File: src/rtl/vtg_pkg.sv
package vtg_pkg;

  localparam int POS_W    = 12;
  localparam int WORD_W   = 32;
  localparam int ADDR_W   = 3;
  localparam int LO_FIELD = 0;
  localparam int HI_FIELD = 16;
  localparam int NUM_TREG = 6;
  localparam int CTRL_IDX = 6;
  localparam int NUM_AXIS = 2;

  localparam int CTL_EN_BIT     = 31;
  localparam int CTL_STOPH_BIT  = 0;
  localparam int CTL_POLH_BIT   = 1;
  localparam int CTL_STOPV_BIT  = 2;
  localparam int CTL_POLV_BIT   = 3;

  localparam logic [WORD_W-1:0] FIELD_MASK =
    (WORD_W'((1 << POS_W) - 1) << LO_FIELD) | (WORD_W'((1 << POS_W) - 1) << HI_FIELD);

  typedef logic [POS_W-1:0] pos_t;

  typedef struct packed {
    pos_t total;
    pos_t sync_end;
    pos_t lead_start;
    pos_t disp_start;
    pos_t trail_start;
    pos_t porch_start;
  } axis_tim_t;

  typedef struct packed {
    logic enable;
    logic stop_v;
    logic pol_v;
    logic stop_h;
    logic pol_h;
  } ctl_t;

  function automatic axis_tim_t unpack_axis(input logic [WORD_W-1:0] r_tot,
                                            input logic [WORD_W-1:0] r_lead,
                                            input logic [WORD_W-1:0] r_trail);
    axis_tim_t t;
    t.total       = r_tot[LO_FIELD +: POS_W];
    t.sync_end    = r_tot[HI_FIELD +: POS_W];
    t.lead_start  = r_lead[LO_FIELD +: POS_W];
    t.disp_start  = r_lead[HI_FIELD +: POS_W];
    t.trail_start = r_trail[LO_FIELD +: POS_W];
    t.porch_start = r_trail[HI_FIELD +: POS_W];
    return t;
  endfunction

  // True when the position is the last one before the total (totals 0 and 1 wrap every step).
  function automatic logic is_last(input pos_t p, input pos_t total);
    return ({1'b0, p} + 1'b1) >= {1'b0, total};
  endfunction

  function automatic logic in_span(input pos_t p, input pos_t lo, input pos_t hi);
    return (p >= lo) && (p < hi);
  endfunction

endpackage

File: src/rtl/vtg_regs.sv
module vtg_regs
  import vtg_pkg::*;
(
  input  logic                          clk,
  input  logic                          rst_n,
  input  logic                          wr_en,
  input  logic [ADDR_W-1:0]             wr_addr,
  input  logic [WORD_W-1:0]             wr_data,
  output logic [NUM_TREG-1:0][WORD_W-1:0] treg,
  output ctl_t                          ctl
);

  genvar gi;
  generate
    for (gi = 0; gi < NUM_TREG; gi++) begin : g_treg
      logic hit;
      assign hit = wr_en && (wr_addr == ADDR_W'(gi));
      always_ff @(posedge clk or negedge rst_n) begin
        if (!rst_n)   treg[gi] <= '0;
        else if (hit) treg[gi] <= wr_data & FIELD_MASK;
      end
    end
  endgenerate

  logic ctl_hit;
  assign ctl_hit = wr_en && (wr_addr == ADDR_W'(CTRL_IDX));

  always_ff @(posedge clk or negedge rst_n) begin
    if (!rst_n) ctl <= '0;
    else if (ctl_hit) begin
      ctl.enable <= wr_data[CTL_EN_BIT];
      ctl.stop_v <= wr_data[CTL_STOPV_BIT];
      ctl.pol_v  <= wr_data[CTL_POLV_BIT];
      ctl.stop_h <= wr_data[CTL_STOPH_BIT];
      ctl.pol_h  <= wr_data[CTL_POLH_BIT];
    end
  end

  // stored timing words never carry bits outside the two fields
  assert_field_clean_R1: assert property (@(posedge clk) disable iff (!rst_n)
    (wr_en && wr_addr == ADDR_W'(0)) |=> ((treg[0] & ~FIELD_MASK) == '0));

  // a write to another index leaves timing register 0 untouched
  assert_other_addr_R1: assert property (@(posedge clk) disable iff (!rst_n)
    (wr_en && wr_addr != ADDR_W'(0)) |=> $stable(treg[0]));

endmodule

File: src/rtl/vtg_axis_counter.sv
module vtg_axis_counter
  import vtg_pkg::*;
(
  input  logic clk,
  input  logic rst_n,
  input  logic run,
  input  logic step,
  input  pos_t total,
  output pos_t cnt,
  output logic wrap
);

  pos_t cnt_q;

  assign wrap = run && step && is_last(cnt_q, total);
  assign cnt  = cnt_q;

  always_ff @(posedge clk or negedge rst_n) begin
    if (!rst_n)     cnt_q <= '0;
    else if (!run)  cnt_q <= '0;
    else if (wrap)  cnt_q <= '0;
    else if (step)  cnt_q <= cnt_q + 1'b1;
  end

  assert_hold_zero_R3: assert property (@(posedge clk) disable iff (!rst_n)
    !run |=> (cnt == '0));

  assert_step_up_R4: assert property (@(posedge clk) disable iff (!rst_n)
    (run && step && !wrap) |=> (cnt == $past(cnt) + 1'b1));

  assert_wrap_zero_R4: assert property (@(posedge clk) disable iff (!rst_n)
    wrap |=> (cnt == '0));

  assert_idle_hold_R4: assert property (@(posedge clk) disable iff (!rst_n)
    (run && !step) |=> $stable(cnt));

endmodule

File: src/rtl/vtg_axis_decode.sv
module vtg_axis_decode
  import vtg_pkg::*;
(
  input  pos_t      pos,
  input  axis_tim_t tim,
  output logic      in_sync,
  output logic      in_frame,
  output logic      in_disp,
  output logic      in_bwin
);

  logic lead_win, trail_win;

  always_comb begin
    in_sync   = pos < tim.sync_end;
    in_frame  = in_span(pos, tim.lead_start, tim.porch_start);
    in_disp   = in_span(pos, tim.disp_start, tim.trail_start);
    lead_win  = in_span(pos, tim.lead_start, tim.disp_start);
    trail_win = in_span(pos, tim.trail_start, tim.porch_start);
    in_bwin   = lead_win || trail_win;
  end

endmodule

File: src/rtl/raster_timing_gen.sv
module raster_timing_gen
  import vtg_pkg::*;
(
  input  logic              clk,
  input  logic              rst_n,
  input  logic              wr_en,
  input  logic [ADDR_W-1:0] wr_addr,
  input  logic [WORD_W-1:0] wr_data,
  output logic              hsync,
  output logic              vsync,
  output logic              border_active,
  output logic              display_active,
  output logic [POS_W-1:0]  pix_x,
  output logic [POS_W-1:0]  line_y
);

  logic [NUM_TREG-1:0][WORD_W-1:0] treg;
  ctl_t ctl;

  vtg_regs u_regs (
    .clk     (clk),
    .rst_n   (rst_n),
    .wr_en   (wr_en),
    .wr_addr (wr_addr),
    .wr_data (wr_data),
    .treg    (treg),
    .ctl     (ctl)
  );

  // Internal events brought out as named wires
  logic run;
  logic frame_end;
  logic load_shadow;

  assign run = ctl.enable && !ctl.stop_h && !ctl.stop_v;

  axis_tim_t live_tim [NUM_AXIS];
  axis_tim_t sh_tim   [NUM_AXIS];
  pos_t      pos      [NUM_AXIS];
  logic      step     [NUM_AXIS];
  logic      wrap     [NUM_AXIS];
  logic      a_sync   [NUM_AXIS];
  logic      a_frame  [NUM_AXIS];
  logic      a_disp   [NUM_AXIS];
  logic      a_bwin   [NUM_AXIS];

  assign step[0] = run;
  assign step[1] = wrap[0];

  genvar ax;
  generate
    for (ax = 0; ax < NUM_AXIS; ax++) begin : g_axis
      assign live_tim[ax] = unpack_axis(treg[3*ax], treg[3*ax+1], treg[3*ax+2]);

      always_ff @(posedge clk or negedge rst_n) begin
        if (!rst_n)           sh_tim[ax] <= '0;
        else if (load_shadow) sh_tim[ax] <= live_tim[ax];
      end

      vtg_axis_counter u_cnt (
        .clk   (clk),
        .rst_n (rst_n),
        .run   (run),
        .step  (step[ax]),
        .total (sh_tim[ax].total),
        .cnt   (pos[ax]),
        .wrap  (wrap[ax])
      );

      vtg_axis_decode u_dec (
        .pos      (pos[ax]),
        .tim      (sh_tim[ax]),
        .in_sync  (a_sync[ax]),
        .in_frame (a_frame[ax]),
        .in_disp  (a_disp[ax]),
        .in_bwin  (a_bwin[ax])
      );
    end
  endgenerate

  assign frame_end   = wrap[0] && wrap[1];
  assign load_shadow = !run || frame_end;

  logic h_on, v_on;
  assign h_on = run && a_sync[0];
  assign v_on = run && a_sync[1];

  assign hsync          = ctl.pol_h ? h_on : !h_on;
  assign vsync          = ctl.pol_v ? v_on : !v_on;
  assign display_active = run && a_disp[0] && a_disp[1];
  assign border_active  = run && a_frame[0] && a_frame[1] && (a_bwin[0] || a_bwin[1]);
  assign pix_x          = pos[0];
  assign line_y         = pos[1];

  // the shadow timing stays put mid-frame while running
  assert_shadow_hold_R8: assert property (@(posedge clk) disable iff (!rst_n)
    (run && !frame_end) |=> ($stable(sh_tim[0]) && $stable(sh_tim[1])));

  // a pixel is never border and picture at once
  assert_region_excl_R6: assert property (@(posedge clk) disable iff (!rst_n)
    !(display_active && border_active));

  // no picture or border while not running
  assert_quiet_flags_R7: assert property (@(posedge clk) disable iff (!rst_n)
    !run |-> (!display_active && !border_active));

  // an active hsync level implies the sync window
  assert_hsync_window_R5: assert property (@(posedge clk) disable iff (!rst_n)
    (hsync == ctl.pol_h) |-> (run && pix_x < sh_tim[0].sync_end));

  // an active vsync level implies the sync window
  assert_vsync_window_R5: assert property (@(posedge clk) disable iff (!rst_n)
    (vsync == ctl.pol_v) |-> (run && line_y < sh_tim[1].sync_end));

  // the line counter only moves on a pixel wrap
  assert_line_step_R4: assert property (@(posedge clk) disable iff (!rst_n)
    (run && !wrap[0]) |=> $stable(line_y));

endmodule

File: config.mk
export PLATFORM = sky130hd
export DESIGN_NAME = raster_timing_gen
export DESIGN_NICKNAME = d
export VERILOG_FILES = /design/src/rtl/vtg_pkg.sv /design/src/rtl/vtg_regs.sv /design/src/rtl/vtg_axis_counter.sv /design/src/rtl/vtg_axis_decode.sv /design/src/rtl/raster_timing_gen.sv
export SDC_FILE = /design/constraint.sdc
export NUM_CORES = 1
export LEC_CHECK = 0
export BUFFER_PORTS_ARGS = -buffer_cell sky130_fd_sc_hd__buf_2
export CAP_MARGIN = 5
export CORE_MARGIN = 4
export CORE_UTILIZATION = 35
export DETAILED_ROUTE_END_ITERATION = 8
export PLACE_DENSITY = 0.48
export SYNTH_ARGS = -nofsm -noshare
export SYNTH_HDL_FRONTEND = slang
export SYNTH_SLANG_ARGS = --single-unit
File: constraint.sdc
create_clock -name clk -period 6.1 [get_ports clk]
set_input_delay 0.305 -clock clk [delete_from_list [all_inputs] [get_ports clk]]
set_output_delay 0.305 -clock clk [all_outputs]
set_load 0.01 [all_outputs]
==> key figures <==
Synthesis
  • Synthesized area per cell: between 10 and 15 µm²
  • Yosys cell types: 54
  • Top_reg_cell synth: dfrtp_1
  • Ys async rst share: 1.00
  • Main combinational cell family by area after synthesis: multiplexers
  • Post-synthesis register bit count: approximately 320
  • Post-synthesis mux area share: 0.223
  • Number of flops mapped to enable cells by yosys: 0
  • Post-synthesis adder-cell area fraction: 0.112
  • Gate Count Post-Synth: between 1,000 and 1,500
  • Synth Area in Compound Gates: 0.0530
  • Yosys warnings: 0
  • Post-Syn Area: 0.0159 mm²
  • XOR/XNOR Fraction of Synth Area: 0.0116
  • Sequential area share after synthesis: 0.500
  • Synthesized Nets: around 1,400
  • Synth Area in Simple Gates: 0.0507

Placement
  • GP Congestion: 0.743
  • Post-DP HPWL: 25,200 µm
  • Input/output buffers: 58
  • Placed cell count: 1,867

Routing
  • Via Count: between 9,000 and 10,000
  • Via density: 4.92
  • Initial drt markers: 404
  • DR WL/cell: between 15 and 20 µm
  • Final WL: around 37,000 µm
  • Post-route ant nets: 0
  • First-pass DRT Iterations: 4
  • Remaining DRCs: 0

GRT
  • Met2 usage: 0.240
  • First-pass GRT wire length: 58,800 µm
  • Met1 Use GR: 0.220
  • Initial antenna violation count: 1
  • GRT busiest layer: met2
  • Largest net degree at the start of global routing: approximately 150
  • Vias in the first global route: 10,100
  • Gr ovfl total: 0
  • All-Layer GR Usage: 0.153
  • GR Util met3: 0.0262

Cells and area
  • Share of cells above drive strength 1: 0.323
  • Layout area overhead: 14.5%
  • Nets: 1,495
  • Leading cell type in the layout, fill and taps excluded: dfrtp_1
  • Commonest non-fill, non-tap cells in the layout: dfrtp_1 (317), mux2_2 (233), inv_1 (151)
  • Final cell count without fillers: 1,938

Worst setup path
  • Critical path class: flip-flop to flip-flop
  • Critical path launch point: g_axis[0].u_cnt.cnt[1]$_DFF_PN0_
  • CP Data Required Time: 6.50 ns
  • Worst Setup EP: sh_tim[102]$_DFFE_PN0P_
  • R2r worst-path depth: 12
  • Crit path launch type: flip-flop
  • R2r startpoint: g_axis[0].u_cnt.cnt[1]$_DFF_PN0_
  • Crit Path Max Fanout: 76
  • Crit path DAT: 5.23 ns
  • R2R Setup Slk: between 1 and 1.5 ns
  • Worst reg2reg path endpoint: sh_tim[102]$_DFFE_PN0P_
  • CP endpoint kind: flip-flop

Run status
  • Outcome: finished, final reports clean

CTS
  • Root buf cell: clkbuf_16
  • CTS tree: yes
  • Inserted Clock Buffers: 37
  • CTS clock-pin slew for the worst setup and hold paths: ~0.060 ns
  • Clock latency at the later pin of the worst-skew pair: 0.52 ns
  • Post-CTS setup buffers: 0
  • TritonCTS Sinks: 317
  • Resize count post-CTS: 0
  • CTS H-tree depth: 2
  • Clock Tree Buf Depth: 3

Floorplan
  • I/O pins: 66
  • Die W: 221 µm
  • Die H: 221 µm
  • Row count: 77
  • Core footprint: 0.0445 mm²
  • Starting Density: 0.356
  • Die footprint: 0.0488 mm²

STA
  • Least-Margin Pin Slew: about 1.0 ns
  • Final Hold Fails: 0
  • Max Clock Freq: 207 MHz
  • Slew Viols, Final: 0
  • RSZ-0062 raised after global routing: false
  • Share of the clock period used by the worst path: 0.792
  • Setup TNS: 0 ns
  • Setup Viol. Count Final: 0
  • Final min period: a little under 5 ns
  • Final worst clock skew: between 0.01 and 0.015 ns
  • Rel. slew slack: 0.334

Min path
  • Hold Path Class: input port to flip-flop

Pwr
  • Pwr Density: just under 400 mW/mm²
  • Leak: just under 9 nW
  • Peak supply drop: ~0.0002 V

Flow run
  • Max cap viols: 0
## worst min path at each step
stage,from,to,slack [ns],depth (start not counted)
global route,wr_data[31],u_regs.ctl[4]$_DFFE_PN0P_,0.06,2
global placement,rst_n,g_axis[0].u_cnt.cnt[10]$_DFF_PN0_,0.39,1
CTS,wr_data[31],u_regs.ctl[4]$_DFFE_PN0P_,0.06,2
floorplan,rst_n,g_axis[0].u_cnt.cnt[0]$_DFF_PN0_,0.009,0
finish,wr_data[31],u_regs.ctl[4]$_DFFE_PN0P_,0.07,2
detailed placement,rst_n,g_axis[0].u_cnt.cnt[9]$_DFF_PN0_,0.39,1
## metrics by stage
step	setup WS [ns]	cell area, µm²	hold slack [ns]	power, W	utilization
finish	1.27	18200	0.0739	0.00711	0.408
global route	0.986	18200	0.0585	0.00760	0.408
CTS	1.21	18200	0.0573	0.00724	0.408
detailed placement	1.24	16900	0.390	0.00485	0.379
global placement	1.22	16900	0.387	0.00479	0.379
floorplan	2.85	15900	0.00941	0.00440	-
## repair_timing
item | CTS | global route
endpoints found under the setup margin | 0 | 0
hold endpoints to repair | 100 | 0
hold buffers | 1 | 0
## report_power, final
| group | switching [W] | internal (W) | leakage [nW] | total [W] |
|---|---|---|---|---|
| logic | 0.000792 | 0.000955 | 4.36 | 0.00175 |
| clock network | 0.000873 | 0.00145 | 0.637 | 0.00232 |
| registers | 0.000317 | 0.00272 | 3.85 | 0.00304 |
## Yosys cell counts (10+ instances only)
cell      number  area share
dfrtp_1      317        0.50
mux2_2       233        0.17
inv_1        151       0.036
ha_1         142        0.11
mux2_4        60       0.057
a21oi_1       36       0.011
nand2_1       30      0.0071
nor2_1        24      0.0057
o21ai_0       22      0.0069
nand3_1       18      0.0057
a21o_1        16      0.0076
clkbuf_1      16      0.0038
nor2b_1       16      0.0063
nand4_1       13      0.0051
nand2b_1      11      0.0043
xnor2_1       11      0.0061
and3_1        10      0.0039
xor2_1        10      0.0055
## critical path, cell delays in order (launching register included)
cell	delay, ns
dfrtp_1	0.57
ha_1	0.26
nand3_1	0.17
nor2_1	0.27
nand3_1	0.13
xnor2_1	0.19
ha_1	0.33
nand3_1	0.08
or3_1	0.39
o211ai_2	0.81
nand2_8	0.68
buf_12	0.45
mux2_4	0.32
## state kept, by name (all words and copies together) (netlist names)
| register | cells |
|---|---|
| u_regs.ctl | 5 |
| g_axis.u_cnt.cnt | 24 |
| u_regs.treg | 144 |
| sh_tim | 144 |
## logic make-up (layout without fill, tap and decap cells)
| family | count (synthesis) | count (layout) |
|---|---|---|
| simple gates | 149 | 149 |
| mux | 294 | 294 |
| buf+inv | 184 | 293 |
| xor+xnor | 21 | 21 |
| fa+ha+maj | 142 | 142 |
| compound gates | 127 | 127 |
| flops | 317 | 317 |
| other cells | 0 | 3 |
## area by class of cell
type / instances / area, µm²
well taps: 592 / 741
clock inverters: 10 / 154
repair buffers: 75 / 455
diodes: 3 / 7.51
clock buffers: 57 / 1130
multi-input cells: 733 / 7170
flip-flops and latches: 317 / 7930
inverters: 151 / 567
fillers: 4240 / 26400
## routing by layer
layer,share of wire,up-vias
li1,-,4505
met1,0.50,4871
met2,0.44,107
met3,0.034,53
met4,0.023,2
met5,0.00030,-
No activity file was read; power rests on OpenSTA's default activity.
